### config.mk
export PLATFORM = sky130hd
export DESIGN_NAME = byte_uart
export DESIGN_NICKNAME = d
export VERILOG_FILES = /design/src/rtl/byte_uart_pkg.sv /design/src/rtl/byte_uart_tx.sv /design/src/rtl/byte_uart_rx.sv /design/src/rtl/byte_uart.sv
export SDC_FILE = /design/constraint.sdc
export NUM_CORES = 1
export LEC_CHECK = 0
export ABC_CLOCK_PERIOD_IN_PS = 7900
export BUFFER_PORTS_ARGS = -buffer_cell sky130_fd_sc_hd__buf_2
export CAP_MARGIN = 20
export CORE_ASPECT_RATIO = 1.25
export CORE_MARGIN = 10
export CORE_UTILIZATION = 45
export CTS_CLUSTER_SIZE = 14
export DETAILED_ROUTE_END_ITERATION = 6
export PLACE_DENSITY = 0.72
export RECOVER_POWER = 100
export SLEW_MARGIN = 5
export SYNTH_ARGS = -nofsm -noshare
export SYNTH_HDL_FRONTEND = slang
export SYNTH_SLANG_ARGS = --single-unit
### constraint.sdc
create_clock -name clk -period 7.9 [get_ports clk]
set_input_delay 0.395 -clock clk [delete_from_list [all_inputs] [get_ports clk]]
set_output_delay 0.395 -clock clk [all_outputs]
set_load 0.005 [all_outputs]
### src/rtl/byte_uart_pkg.sv
package byte_uart_pkg;
    localparam int DIV_W      = 21;
    localparam int MIN_DIV    = 16;
    localparam int FRAME_BITS = 10;
    localparam int BUS_W      = 32;
    localparam int ADDR_W     = 3;

    localparam logic [ADDR_W-1:0] W_DATA  = 3'd0;
    localparam logic [ADDR_W-1:0] W_STATE = 3'd1;
    localparam logic [ADDR_W-1:0] W_CTRL  = 3'd2;
    localparam logic [ADDR_W-1:0] W_FLAG  = 3'd3;
    localparam logic [ADDR_W-1:0] W_DIV   = 3'd4;

    localparam int C_TX_EN    = 0;
    localparam int C_RX_EN    = 1;
    localparam int C_TX_IE    = 2;
    localparam int C_RX_IE    = 3;
    localparam int C_TXOVR_IE = 4;
    localparam int C_RXOVR_IE = 5;

    localparam int F_TX    = 0;
    localparam int F_RX    = 1;
    localparam int F_TXOVR = 2;
    localparam int F_RXOVR = 3;

    typedef enum logic [1:0] {
        RX_IDLE,
        RX_START,
        RX_DATA,
        RX_STOP
    } rx_phase_e;
endpackage

### src/rtl/byte_uart_tx.sv
module byte_uart_tx
    import byte_uart_pkg::*;
#(
    parameter int TX_DIV_W = DIV_W
) (
    input  logic                clk,
    input  logic                rst_n,
    input  logic [TX_DIV_W-1:0] div,
    input  logic                load,
    input  logic [7:0]          load_byte,
    output logic                ready,
    output logic                txd
);
    localparam logic [3:0] LAST_IDX = 4'(FRAME_BITS - 1);

    typedef struct packed {
        logic                busy;
        logic [3:0]          idx;
        logic [TX_DIV_W-1:0] cnt;
        logic [8:0]          sh;
        logic                txd;
    } tx_s;

    tx_s s_d, s_q;
    logic tick, last;

    always_comb begin
        s_d  = s_q;
        tick = (s_q.cnt >= div - 1'b1);
        last = s_q.busy && tick && (s_q.idx == LAST_IDX);
        if (load) begin
            s_d.busy = 1'b1;
            s_d.idx  = '0;
            s_d.cnt  = '0;
            s_d.txd  = 1'b0;
            s_d.sh   = {1'b1, load_byte};
        end else if (s_q.busy) begin
            if (tick) begin
                s_d.cnt = '0;
                if (s_q.idx == LAST_IDX) begin
                    s_d.busy = 1'b0;
                    s_d.txd  = 1'b1;
                end else begin
                    s_d.idx = s_q.idx + 4'd1;
                    s_d.txd = s_q.sh[0];
                    s_d.sh  = {1'b1, s_q.sh[8:1]};
                end
            end else begin
                s_d.cnt = s_q.cnt + 1'b1;
            end
        end
    end

    always_ff @(posedge clk or negedge rst_n) begin
        if (!rst_n) s_q <= '{busy: 1'b0, idx: '0, cnt: '0, sh: '1, txd: 1'b1};
        else        s_q <= s_d;
    end

    assign ready = !s_q.busy || last;
    assign txd   = s_q.txd;
endmodule

### src/rtl/byte_uart_rx.sv
module byte_uart_rx
    import byte_uart_pkg::*;
#(
    parameter int RX_DIV_W = DIV_W
) (
    input  logic                clk,
    input  logic                rst_n,
    input  logic                en,
    input  logic [RX_DIV_W-1:0] div,
    input  logic                rxd,
    output logic                valid,
    output logic [7:0]          rx_byte
);
    typedef struct packed {
        logic [2:0]          sync;
        rx_phase_e           phase;
        logic [RX_DIV_W-1:0] cnt;
        logic [2:0]          idx;
        logic [7:0]          sh;
        logic                valid;
    } rx_s;

    rx_s s_d, s_q;
    logic                line, fall, full_tick, half_tick;
    logic [RX_DIV_W-1:0] half;

    always_comb begin
        s_d       = s_q;
        s_d.valid = 1'b0;
        s_d.sync  = {s_q.sync[1:0], rxd};
        line      = s_q.sync[1];
        fall      = s_q.sync[2] && !line;
        half      = {1'b0, div[RX_DIV_W-1:1]};
        half_tick = (s_q.cnt >= half - 1'b1);
        full_tick = (s_q.cnt >= div - 1'b1);
        if (!en) begin
            s_d.phase = RX_IDLE;
        end else begin
            unique case (s_q.phase)
                RX_IDLE: begin
                    if (fall) begin
                        s_d.phase = RX_START;
                        s_d.cnt   = '0;
                    end
                end
                RX_START: begin
                    if (half_tick) begin
                        s_d.cnt   = '0;
                        s_d.idx   = '0;
                        s_d.phase = line ? RX_IDLE : RX_DATA;
                    end else begin
                        s_d.cnt = s_q.cnt + 1'b1;
                    end
                end
                RX_DATA: begin
                    if (full_tick) begin
                        s_d.cnt = '0;
                        s_d.sh  = {line, s_q.sh[7:1]};
                        s_d.idx = s_q.idx + 3'd1;
                        if (s_q.idx == 3'd7) s_d.phase = RX_STOP;
                    end else begin
                        s_d.cnt = s_q.cnt + 1'b1;
                    end
                end
                RX_STOP: begin
                    if (full_tick) begin
                        s_d.cnt   = '0;
                        s_d.phase = RX_IDLE;
                        s_d.valid = line;
                    end else begin
                        s_d.cnt = s_q.cnt + 1'b1;
                    end
                end
                default: s_d.phase = RX_IDLE;
            endcase
        end
    end

    always_ff @(posedge clk or negedge rst_n) begin
        if (!rst_n) s_q <= '{sync: '1, phase: RX_IDLE, cnt: '0, idx: '0, sh: '0, valid: 1'b0};
        else        s_q <= s_d;
    end

    assign valid   = s_q.valid;
    assign rx_byte = s_q.sh;
endmodule

### src/rtl/byte_uart.sv
module byte_uart
    import byte_uart_pkg::*;
(
    input  logic              clk,
    input  logic              rst_n,
    input  logic              bus_sel,
    input  logic              bus_wr,
    input  logic [ADDR_W-1:0] bus_addr,
    input  logic [BUS_W-1:0]  bus_wdata,
    output logic [BUS_W-1:0]  bus_rdata,
    input  logic              serial_rx,
    output logic              serial_tx,
    output logic              irq_rx,
    output logic              irq_tx,
    output logic              irq_ovr
);
    localparam logic [DIV_W-1:0] DIV_FLOOR = DIV_W'(MIN_DIV);

    typedef struct packed {
        logic [5:0]       ctrl;
        logic [DIV_W-1:0] div;
        logic [7:0]       tx_hold;
        logic             tx_full;
        logic [7:0]       rx_buf;
        logic             rx_full;
        logic             tx_ovr;
        logic             rx_ovr;
        logic [3:0]       flags;
    } regs_s;

    regs_s r_d, r_q;

    logic             wr_s, rd_s, wr_data_s, rd_data_s, wr_flag_s;
    logic             take_s, tx_ready, rx_valid;
    logic [7:0]       rx_byte;
    logic             tx_full_w, rx_full_w, tx_ovr_w, rx_ovr_w;
    logic [7:0]       rx_buf_w;
    logic [3:0]       flags_w;
    logic [DIV_W-1:0] div_w;
    logic             unused_wbits;

    assign unused_wbits = ^bus_wdata[BUS_W-1:DIV_W];

    assign tx_full_w = r_q.tx_full;
    assign rx_full_w = r_q.rx_full;
    assign tx_ovr_w  = r_q.tx_ovr;
    assign rx_ovr_w  = r_q.rx_ovr;
    assign rx_buf_w  = r_q.rx_buf;
    assign flags_w   = r_q.flags;
    assign div_w     = r_q.div;

    assign wr_s      = bus_sel && bus_wr;
    assign rd_s      = bus_sel && !bus_wr;
    assign wr_data_s = wr_s && (bus_addr == W_DATA);
    assign rd_data_s = rd_s && (bus_addr == W_DATA);
    assign wr_flag_s = wr_s && (bus_addr == W_FLAG);
    assign take_s    = r_q.ctrl[C_TX_EN] && tx_full_w && tx_ready;

    byte_uart_tx #(.TX_DIV_W(DIV_W)) u_tx (
        .clk       (clk),
        .rst_n     (rst_n),
        .div       (div_w),
        .load      (take_s),
        .load_byte (r_q.tx_hold),
        .ready     (tx_ready),
        .txd       (serial_tx)
    );

    byte_uart_rx #(.RX_DIV_W(DIV_W)) u_rx (
        .clk     (clk),
        .rst_n   (rst_n),
        .en      (r_q.ctrl[C_RX_EN]),
        .div     (div_w),
        .rxd     (serial_rx),
        .valid   (rx_valid),
        .rx_byte (rx_byte)
    );

    always_comb begin
        r_d = r_q;
        // software clears first, hardware events afterwards win
        if (wr_flag_s) r_d.flags = r_q.flags & ~bus_wdata[3:0];
        if (wr_s && bus_addr == W_STATE) begin
            if (bus_wdata[2]) r_d.tx_ovr = 1'b0;
            if (bus_wdata[3]) r_d.rx_ovr = 1'b0;
        end
        if (wr_s && bus_addr == W_CTRL) r_d.ctrl = bus_wdata[5:0];
        if (wr_s && bus_addr == W_DIV)
            r_d.div = (bus_wdata[DIV_W-1:0] < DIV_FLOOR) ? DIV_FLOOR : bus_wdata[DIV_W-1:0];
        if (take_s) begin
            r_d.tx_full    = 1'b0;
            r_d.flags[F_TX] = 1'b1;
        end
        if (wr_data_s) begin
            if (tx_full_w && !take_s) begin
                r_d.tx_ovr         = 1'b1;
                r_d.flags[F_TXOVR] = 1'b1;
            end else begin
                r_d.tx_hold = bus_wdata[7:0];
                r_d.tx_full = 1'b1;
            end
        end
        if (rd_data_s) r_d.rx_full = 1'b0;
        if (rx_valid) begin
            if (rx_full_w && !rd_data_s) begin
                r_d.rx_ovr         = 1'b1;
                r_d.flags[F_RXOVR] = 1'b1;
            end else begin
                r_d.rx_buf      = rx_byte;
                r_d.rx_full     = 1'b1;
                r_d.flags[F_RX] = 1'b1;
            end
        end
    end

    always_ff @(posedge clk or negedge rst_n) begin
        if (!rst_n) begin
            r_q     <= '0;
            r_q.div <= DIV_FLOOR;
        end else begin
            r_q <= r_d;
        end
    end

    always_comb begin
        unique case (bus_addr)
            W_DATA:  bus_rdata = BUS_W'(rx_buf_w);
            W_STATE: bus_rdata = BUS_W'({rx_ovr_w, tx_ovr_w, rx_full_w, tx_full_w});
            W_CTRL:  bus_rdata = BUS_W'(r_q.ctrl);
            W_FLAG:  bus_rdata = BUS_W'(flags_w);
            W_DIV:   bus_rdata = BUS_W'(div_w);
            default: bus_rdata = '0;
        endcase
    end

    assign irq_tx  = flags_w[F_TX] && r_q.ctrl[C_TX_IE];
    assign irq_rx  = flags_w[F_RX] && r_q.ctrl[C_RX_IE];
    assign irq_ovr = (flags_w[F_TXOVR] && r_q.ctrl[C_TXOVR_IE]) ||
                     (flags_w[F_RXOVR] && r_q.ctrl[C_RXOVR_IE]);
endmodule

==> results.ini, run 1 <==
[timing]
setup_violations = 0
fmax_ghz = 0.164
max_slew_margin = -1.24
rsz0062_at_grt = false
fin_tns_setup_ps = 0
worst_slack_ps = 1810
final-max-slew-violation-count = 138
layout_min_cycle_time_ps = 6090
fin_crit_sh = 0.771
tightestPinTransition_ps = 3370
hold_violations = 0
final.setup_skew_ps = 9.30

[cells_and_area]
antenna_cells = 0
fill_cells = 1670
drive_gt1_frac = 0.123
fin_cells = 1182
fin_nets = 1049
area_growth_pct = 11.8

[clock_tree]
clock-root-buffer = clkbuf_16
cts_buffers = 17
postCtsSetupBuffers = 0
cts_buffer_depth = 2
cts_htree_levels = 4
cts_tree = built
cts.clk_slew.worst_paths_ps = 70
clk_latency_ps = 420
cts_sinks = 125
cts_hold_buf = 0
cts-resized-gates = 0

[synth]
yosys_most_used_dff = dfrtp_1
synth_most_common_cell = nand2_1
synth_cell_type_count = 68
yosys-top-cells-area = dfrtp_1 34%, ha_1 10%, nand2_1 6.3%
yosys_warnings = 0
yosysSeqAreaShare = 0.383
async_flop_share = 1.00
synth_top_cell_area_share = 0.338
ys_ff_latch = 125
synth_area_um2 = 8210
synth_cells = 906
synth_edf_count = 0
yosys-top-cells-count = 138 x nand2_1, 111 x dfrtp_1, 74 x o21ai_0, 68 x ha_1, 53 x nor2_1
synth_largest_area_cell = dfrtp_1
syn_avg_cell_area_um2 = 9.06

[die]
fp.dieW_um = 141
die_h_um = 171
row_count = 55
core_area_um2 = 18000
start_util = 0.456
die_area_um2 = 24100
pin_count = 76

[global_routing]
overflow = 0
grt_pass1_vias = 6873
grt_util_all_layers = 0.180
grt_pass1_wl_um = 35200
antenna_found_initial = 0
grt_max_degree = 65

[status]
violations = capacitance limit, slew limit
status = finished with violations

[worst_setup_path]
slowest_stage = o311ai_0
r2r-start = div_w[1]
slowest_delay_ps = 1600
crit_path_end_kind = register
worstPathArrival_ps = 6400
crit_fanout = 9
worst-setup-path-type = register to register
crit_path_start = div_w[1]
path_cells = inv_1 > ha_1 > nor3b_1 > nand2_1 > nor3_1 > nand2_1 > or3_1 > nor2_1 > xnor2_1 > ha_1 > o21ai_0 > a31oi_1 > a211oi_1 > o21ai_0 > a21o_2 > o311ai_0 > nor2_1 > mux2_2
start_kind = register
rr_worst_depth = 18
required_ps = 8210
cp-endpoint = u_rx.s_q[9]
rr_endpoint = u_rx.s_q[9]
rrSetupSlack_ps = 1810

[route]
dr_total_vias = 6830
drc = 0
firstDrtPassIters = 4
viasPerCell = 5.78
postRouteAntennaNets = 0
drt-wirelength-per-cell_um = 18.2
drt_wl_total_um = 21600
drt_iter0_markers = 365

[place]
numPortBuffers = 53
placed_cells = 1149
globalplace.congestion = 0.893
place_ws_ps = 1970
hpwl_um = 15400

[hold_path]
hp-class = input port to register
min_path_cells = 1

[power]
ir_worst_vdd_v = 0.000182
leakagePower_nw = 4.34
power_density_nw_per_um2 = 254

[run]
drv_cap = 3

==> final cells by class <==
| cell class | count | area (um^2) | share of cell area |
|---|---|---|---|
| Sequential cell | 125 | 3150 | 0.343 |
| Multi-Input combinational cell | 715 | 4740 | 0.516 |
| Inverter | 22 | 82.6 | 0.00899 |
| Clock buffer | 18 | 429 | 0.0467 |
| Clock inverter | 14 | 230 | 0.0251 |
| Tap cell | 228 | 285 | 0.0311 |
| Timing Repair Buffer | 60 | 269 | 0.0293 |
==> how the worst min path moves through the flow <==
stage / endpoint / start / slack [ps]
after global routing: u_rx.s_d[36] / serial_rx / 50
after detailed placement: u_rx.line / u_rx.s_d[36] / 350
after global placement: u_rx.line / u_rx.s_d[36] / 350
final: u_rx.s_d[36] / serial_rx / 70
after CTS: u_rx.s_d[36] / serial_rx / 50
after floorplan: div_w[0] / rst_n / 100
==> per-layer routing <==
metal,track usage,vias up,wire [um]
met5,0,-,0
met4,0.0850,0,823
met3,0.0338,46,835
met2,0.312,163,10800
met1,0.209,3320,9100
li1,-,3301,-
==> report_power, final <==
part	internal [W]	switching [W]	total, W
sequential	0.000751	0.000131	0.000882
combinational	0.000239	0.000310	0.000549
clock	0.000569	0.000331	0.000900
total	0.00156	0.000771	0.00233
==> critical path, delay by kind of cell, from the launching register on <==
family                     cells  cell delay (ps)
AOI/OAI and AO/OA              6             2610
xor gates and xnor gates       1              200
adders and majority gates      2              550
buffers and inverters          1              160
DFF                            1              400
muxes                          1              370
and+or+nand+nor                7             1690
==> layout by cell type, fill, tap and decap left out, types with 16 or more instances in the layout <==
cell type    n
a21oi_1     30
a22o_1      19
and3_1      39
buf_2       29
clkbuf_1    30
clkbuf_16   17
dfrtp_1    111
ha_1        68
inv_1       22
mux2_2      30
nand2_1    138
nand3_1     25
nor2_1      53
nor3_1      16
o21ai_0     78
xnor2_1     19
xor2_1      21
==> kinds of logic after synthesis <==
kind of cell	after synthesis	synth area share
adder cells (fa/ha/maj)	68	0.104
AND/OR/NAND/NOR	354	0.214
flip-flops	125	0.383
XOR/XNOR	40	0.0427
AO/OA/AOI/OAI	195	0.150
multiplexers	47	0.0637
other	1	0.000457
buffers and inverters	76	0.0427
==> per-stage QoR <==
stage	area, um^2	utilization	hold slack, ps	power (W)
2_1_floorplan	8250	-	99.4	0.00128
3_3_place_gp	8580	0.476	346	0.00142
3_5_place_dp	8580	0.476	348	0.00144
4_1_cts	9240	0.513	51.9	0.00234
5_1_grt	9180	0.509	51.5	0.00246
6_report	9180	0.509	65.3	0.00233
==> state kept, by name, summed over array words and instances, names as in the netlist <==
register      cells
u_rx.s_q         27
r_q              14
flags_w           4
u_tx.s_q         35
tx_full_w         1
u_tx.txd          1
div_w            21
u_rx.valid        1
u_rx.s_d          1
u_rx.line         1
rx_full_w         1
tx_ovr_w          1
rx_ovr_w          1
u_rx.rx_byte      8
rx_buf_w          8
Note: power is estimated with default switching activity, not from simulation.
==> run 2, diff against run 1 <==
--- a/config.mk
+++ b/config.mk
@@ -5,7 +5,8 @@
 export SDC_FILE = /design/constraint.sdc
 export NUM_CORES = 1
 export LEC_CHECK = 0
-export ABC_CLOCK_PERIOD_IN_PS = 7900
+export ABC_AREA = 1
+export ABC_CLOCK_PERIOD_IN_PS = 5500
 export BUFFER_PORTS_ARGS = -buffer_cell sky130_fd_sc_hd__buf_2
 export CAP_MARGIN = 20
 export CORE_ASPECT_RATIO = 1.25
@@ -13,7 +14,7 @@
 export CORE_UTILIZATION = 45
 export CTS_CLUSTER_SIZE = 14
 export DETAILED_ROUTE_END_ITERATION = 6
-export PLACE_DENSITY = 0.72
+export PLACE_DENSITY = 0.74
 export RECOVER_POWER = 100
 export SLEW_MARGIN = 5
 export SYNTH_ARGS = -nofsm -noshare
==> constraint.sdc (replaced) <==
create_clock -name clk -period 5.5 [get_ports clk]
set_input_delay 0.275 -clock clk [delete_from_list [all_inputs] [get_ports clk]]
set_output_delay 0.275 -clock clk [all_outputs]
set_load 0.005 [all_outputs]
==> run 2 against run 1 <==
  * Worst setup slack lost 750 ps
  * Final area grew 3.7%
  * Utilization shrank 0.24 points
  * The run still ends with capacitance limit, slew limit left
  * Total power grew 34%
  * Via count grew 11%
  * Highest routed layer unchanged
  * Global-route usage grew 0.48 points
  * Non-clock buffer count shrank 2
==> results.ini, run 2 <==
[status]
status = finished with violations
violations = capacitance limit, slew limit

[synth]
syn_avg_cell_area_um2 = 7.71
synth_cells = 1115
synth_cell_type_count = 49
synth_edf_count = 0
yosysSeqAreaShare = 0.366
yosys-top-cells-count = 275 x nand2_1, 129 x inv_1, 111 x dfrtp_1, 93 x nor2_1, 78 x o21ai_0
synth_top_cell_area_share = 0.323
synth_largest_area_cell = dfrtp_1
yosys_warnings = 0
yosys-top-cells-area = dfrtp_1 32%, nand2_1 12%, ha_1 9.9%
async_flop_share = 1.00
synth_area_um2 = 8600
yosys_most_used_dff = dfrtp_1
synth_most_common_cell = nand2_1
ys_ff_latch = 125

[hold_path]
min_path_cells = 3
min_from = bus_wdata[9]
hold_end = div_w[9]
hp-class = input port to register

[cells_and_area]
layout_common_cells = 284 x nand2_1, 130 x inv_1, 111 x dfrtp_1
largest_register_ffs = 35
final_area_um2 = 9520
area_growth_pct = 10.7
largest-register = u_tx.s_q
seqCellArea_um2 = 3150
antenna_cells = 0
fin_nets = 1279
final_common_cell = nand2_1
drive_gt1_frac = 0.0871
multiInputGateArea_um2 = 4710
fill_cells = 1823

[timing]
rsz0062_at_grt = false
final-max-slew-violation-count = 58
final.setup_skew_ps = 10.4
hold_violations = 0
layout_min_cycle_time_ps = 4440
fin_tns_setup_ps = 0
max_slew_margin = -1.06
setup_violations = 0
fmax_ghz = 0.225
tightestPinTransition_ps = 3100
fin_crit_sh = 0.807

[clock_tree]
cts_tree = built
cts_buffers = 17
clock-root-buffer = clkbuf_16
cts.clk_slew.worst_paths_ps = 60
cts-resized-gates = 0
cts_hold_buf = 2
cts_buffer_depth = 2
cts_htree_levels = 4
clk_latency_ps = 430
postCtsSetupBuffers = 0
cts_sinks = 125

[route]
viasPerCell = 5.34
routed.top_layer = met4
met2_length_um = 11500
dr_total_vias = 7552
wirelength_met1_um = 9270
firstDrtPassIters = 5
dr_wl_met3_um = 955
drt_wl_total_um = 22600
postRouteAntennaNets = 0
drt-wirelength-per-cell_um = 16.0
drt_iter0_markers = 380
drc = 0

[worst_setup_path]
rr_worst_depth = 26
cp_top_family = simple AND/OR/NAND/NOR gates
rr_endpoint = r_q[20]
crit_fanout = 26
crit_path_end_kind = register
worst-setup-path-type = register to register
worstPathArrival_ps = 4800
slowest_stage = dfrtp_1
rrSetupSlack_ps = 1060
start_kind = register
slowest_delay_ps = 430
cp.buffers_inverters = 5
required_ps = 5870
r2r-start = div_w[1]
crit_path_frequent_cell = nand2_1

[place]
globalplace.congestion = 0.970
hpwl_um = 17600
place_area_um2 = 9030
numPortBuffers = 53

[power]
combPwrFrac = 0.253
p_clk_frac = 0.378
leakagePower_nw = 4.52
ir_worst_vdd_v = 0.000234
p_switching_w = 0.00110
switching_share = 0.353
p_int_w = 0.00202
p_seq_frac = 0.369
power_density_nw_per_um2 = 328

[die]
core_area_um2 = 18800
start_util = 0.458
fp.dieW_um = 144
die_area_um2 = 25100
pin_count = 76
die_h_um = 175
row_count = 56

[global_routing]
antenna_found_initial = 0
grt_pass1_wl_um = 37300
overflow = 0
grt_pass1_vias = 7587
grt_util_all_layers = 0.185
grt_max_degree = 70

[run]
drv_cap = 1

[run 2: power by group through the flow]
| stage | Combinational, W | Clock (W) | Sequential, W |
|---|---|---|---|
| global placement | 0.000760 | 0 | 0.00116 |
| detailed placement | 0.000780 | 0 | 0.00116 |
| global route | 0.000903 | 0.00123 | 0.00116 |
| floorplan | 0.000568 | 0 | 0.00112 |
| finish | 0.000789 | 0.00118 | 0.00115 |
| CTS | 0.000793 | 0.00120 | 0.00115 |
[run 2: metal layers]
| layer | up-vias | track usage |
|---|---|---|
| met2 | 209 | 0.324 |
| met1 | 3543 | 0.209 |
| met5 | - | 0 |
| met3 | 48 | 0.0341 |
| li1 | 3752 | - |
| met4 | 0 | 0.0895 |
[run 2: cell families after synthesis]
group,Yosys count,synth area share
adder cells (fa/ha/maj),68,0.0990
other,1,0.000436
AND/OR/NAND/NOR,515,0.269
multiplexers,2,0.00262
AO/OA/AOI/OAI,180,0.120
buffers and inverters,163,0.0799
XOR/XNOR,61,0.0630
flip-flops,125,0.366
[run 2: worst max path at each step]
stage | start | end | slack [ps] | cells after the start
after floorplan | div_w[1] | r_q[16] | 2520 | 26
after global placement | div_w[1] | r_q[20] | 1580 | 26
after detailed placement | div_w[1] | r_q[16] | 1530 | 26
after CTS | div_w[1] | r_q[16] | 1500 | 26
after global routing | div_w[1] | r_q[16] | 630 | 26
final | div_w[1] | r_q[20] | 1060 | 26
[run 2: per-stage QoR]
stage,total power [W],worst slack (ps),hold slack [ps],instances,util
3_5_place_dp,0.00194,1530,347,1382,0.481
3_3_place_gp,0.00192,1580,347,1382,0.481
5_1_grt,0.00330,628,93.7,1415,0.507
4_1_cts,0.00314,1500,72.5,1415,0.514
6_report,0.00312,1060,84.6,1415,0.507
2_1_floorplan,0.00169,2520,-20.6,1125,-
[run 2: worst register-to-register path, stage by stage, from the launching register on]
cell and delay [ps]:
dfrtp_1 430, inv_1 220, ha_1 270, inv_1 120, nor2_1 300, nand3_1 140
xor2_1 320, ha_1 320, nand2_1 70, inv_1 50, nand3_1 90, inv_1 50
a21oi_1 140, nand3_1 90, nand2_1 60, inv_1 40, nand2_1 50, nand3_1 80
nand2_1 60, nand2_1 70, nand2_1 120, nand3_4 270, nand2_1 400, nand2_1 320
nand2_4 190, nand2_1 70, nand2_1 60
[run 2: layout make-up]
cell class              instances  area share
inverters                     132      0.0521
multi-input cells             837       0.495
clock buffers                  17      0.0447
flip-flops and latches        125       0.330
clock inverters                14      0.0192
well taps                     232      0.0305
repair buffers                 58      0.0281
==> run 3, diff against run 2 <==
--- a/config.mk
+++ b/config.mk
@@ -6,7 +6,7 @@
 export NUM_CORES = 1
 export LEC_CHECK = 0
 export ABC_AREA = 1
-export ABC_CLOCK_PERIOD_IN_PS = 5500
+export ABC_CLOCK_PERIOD_IN_PS = 4100
 export BUFFER_PORTS_ARGS = -buffer_cell sky130_fd_sc_hd__buf_2
 export CAP_MARGIN = 20
 export CORE_ASPECT_RATIO = 1.25
@@ -14,7 +14,7 @@
 export CORE_UTILIZATION = 45
 export CTS_CLUSTER_SIZE = 14
 export DETAILED_ROUTE_END_ITERATION = 6
-export PLACE_DENSITY = 0.74
+export PLACE_DENSITY = 0.72
 export RECOVER_POWER = 100
 export SLEW_MARGIN = 5
 export SYNTH_ARGS = -nofsm -noshare
==> constraint.sdc (replaced) <==
create_clock -name clk -period 4.1 [get_ports clk]
set_input_delay 0.205 -clock clk [delete_from_list [all_inputs] [get_ports clk]]
set_output_delay 0.205 -clock clk [all_outputs]
set_load 0.005 [all_outputs]
==> run 3 against run 2 <==
  * The run still ends with capacitance limit, slew limit left
  * First-iteration DRC count rose by 22%
  * Die area did not move
  * Count of clock-buffer cells in the layout did not move
  * Cell count rose by 0.28%
  * Routed wire length fell by 0.41%
  * Largest power group is now sequential cells
  * Worst setup slack got worse by 620 ps
  * Combinational power rose by 33%
  * Sequential power rose by 35%
  * Via count fell by 0.57%
==> results.ini, run 3 (synthesized netlist as in run 2, its figures left out) <==
[clock_tree]
cts.clk_slew.worst_paths_ps = 60
cts_tree = built
cts_sinks = 125
postCtsSetupBuffers = 0
clock-root-buffer = clkbuf_16
cts_htree_levels = 4
cts_buffers = 17
cts_buffer_depth = 2
clk_latency_ps = 430

[power]
ir_worst_vdd_v = 0.000366
power_density_nw_per_um2 = 427
leakagePower_nw = 4.56
power_w = 0.00408

[worst_setup_path]
worstPathArrival_ps = 3990
crit_path_frequent_cell = nand2_1
start_kind = register
slowest_delay_ps = 440
crit_path_end_kind = register
crit_fanout = 17
worst-setup-path-type = register to register
path_cells = inv_1 > ha_1 > nand2_2 > nor2_8 > nand2_1 > xor2_1 > inv_1 > ha_1 > nand4_1 > nor3_1 > o21ai_0 > nand2_1 > nand2_1 > nand2_1 > nand2_1 > nand2_1 > nand2_1 > nand2_1 > nand2_2 > nand2_1 > nand3_2 > o21ai_0
slowest_stage = dfrtp_1
required_ps = 4440

[global_routing]
grt_pass1_wl_um = 36500
antenna_found_initial = 0
grt_util_all_layers = 0.182
grt_max_degree = 82
grt_pass1_vias = 7258
overflow = 0

[route]
dr_total_vias = 7509
firstDrtPassIters = 5
drt_wl_total_um = 22500
viasPerCell = 5.29
drt_iter0_markers = 464
drc = 0
postRouteAntennaNets = 0
drt-wirelength-per-cell_um = 15.9

[cells_and_area]
layout_common_cells = 278 x nand2_1, 129 x inv_1, 111 x dfrtp_1
final_common_cell = nand2_1
utilization = 0.509
antenna_cells = 0
drive_gt1_frac = 0.0960
fin_nets = 1282
largest-register = u_tx.s_q
area_growth_pct = 11.1
largest_register_ffs = 35

[timing]
hold_violations = 0
final-max-slew-violation-count = 46
fmax_ghz = 0.273
rsz0062_at_grt = false
fin_crit_sh = 0.893
tightestPinTransition_ps = 2440
setup_violations = 0
layout_min_cycle_time_ps = 3660
final.setup_skew_ps = 10.1
fin_tns_setup_ps = 0
holdWs_ps = 7.13
max_slew_margin = -0.626
worst_slack_ps = 441

[place]
numPortBuffers = 53
place_ws_ps = 361
hpwl_um = 17300
globalplace.congestion = 0.970

[die]
core_area_um2 = 18800
die_area_um2 = 25100
start_util = 0.458
pin_count = 76
row_count = 56
die_h_um = 175
fp.dieW_um = 144

[run]
drv_cap = 1

[status]
status = finished with violations
violations = capacitance limit, slew limit

[hold_path]
hp-class = input port to register

## run 3: changes by cell type in the layout (fill, tap and decap cells not counted), sizes merged
cell	previous run	this run
dlygate4sd3	2	3
bufinv	3	1
clkinv	3	6
clkbuf	45	47
## run 3: area by class of cell
class | instances | area (um^2)
fillers | 1777 | 9220
multi-input cells | 837 | 4750
flip-flops and latches | 125 | 3150
inverters | 132 | 495
clock buffers | 17 | 425
repair buffers | 61 | 294
well taps | 232 | 290
clock inverters | 15 | 151
## run 3: repair_timing
action                                  CTS  global route
endpoints found under the setup margin    0             3
hold buffers                              3             0
resized for setup                         0             1
endpoints found under the hold margin    43             0
## run 3: power by group
part	internal [W]	total, W	switching, W
clock network	0.000852	0.00149	0.000641
registers	0.00138	0.00155	0.000164
logic	0.000362	0.00105	0.000684
total	0.00260	0.00408	0.00149
## run 3: path summary, 6_finish.rpt
| path | from | endpoint | slack [ps] | cells past startpoint |
|---|---|---|---|---|
| setup / recovery | div_w[1] | u_rx.rx_byte[1] | 440 | 22 |
| hold / removal | bus_wdata[20] | div_w[20] | 7 | 3 |
| setup reg to reg | div_w[1] | u_rx.rx_byte[1] | 440 | 22 |
| hold reg to reg | u_rx.s_d[36] | u_rx.line | 360 | 0 |
| max in group asynchronous | rst_n | u_tx.s_q[18] | 740 | 3 |
| min in group asynchronous | rst_n | u_rx.s_q[34] | 1060 | 2 |
## run 3: layer usage
layer	share of wire	up-vias	GRT usage
met5	0	-	0
met4	0.035	0	0.0810
met3	0.048	52	0.0360
met2	0.48	198	0.299
met1	0.44	3492	0.225
li1	-	3767	-
## run 3: through the flow
stage               cell area [um^2]  cells
floorplan                       8640   1125
global placement                9050   1384
detailed placement              9050   1384
CTS                             9660   1419
global route                    9560   1419
finish                          9560   1419
## run 3: worst max-delay path: cells and delay by family, from the launching register on
kind,cells,cell delay [ps]
simple gates,15,1600
xor+xnor,1,170
compound gates,2,370
buf+inv,2,320
fa+ha+maj,2,650
flops,1,440
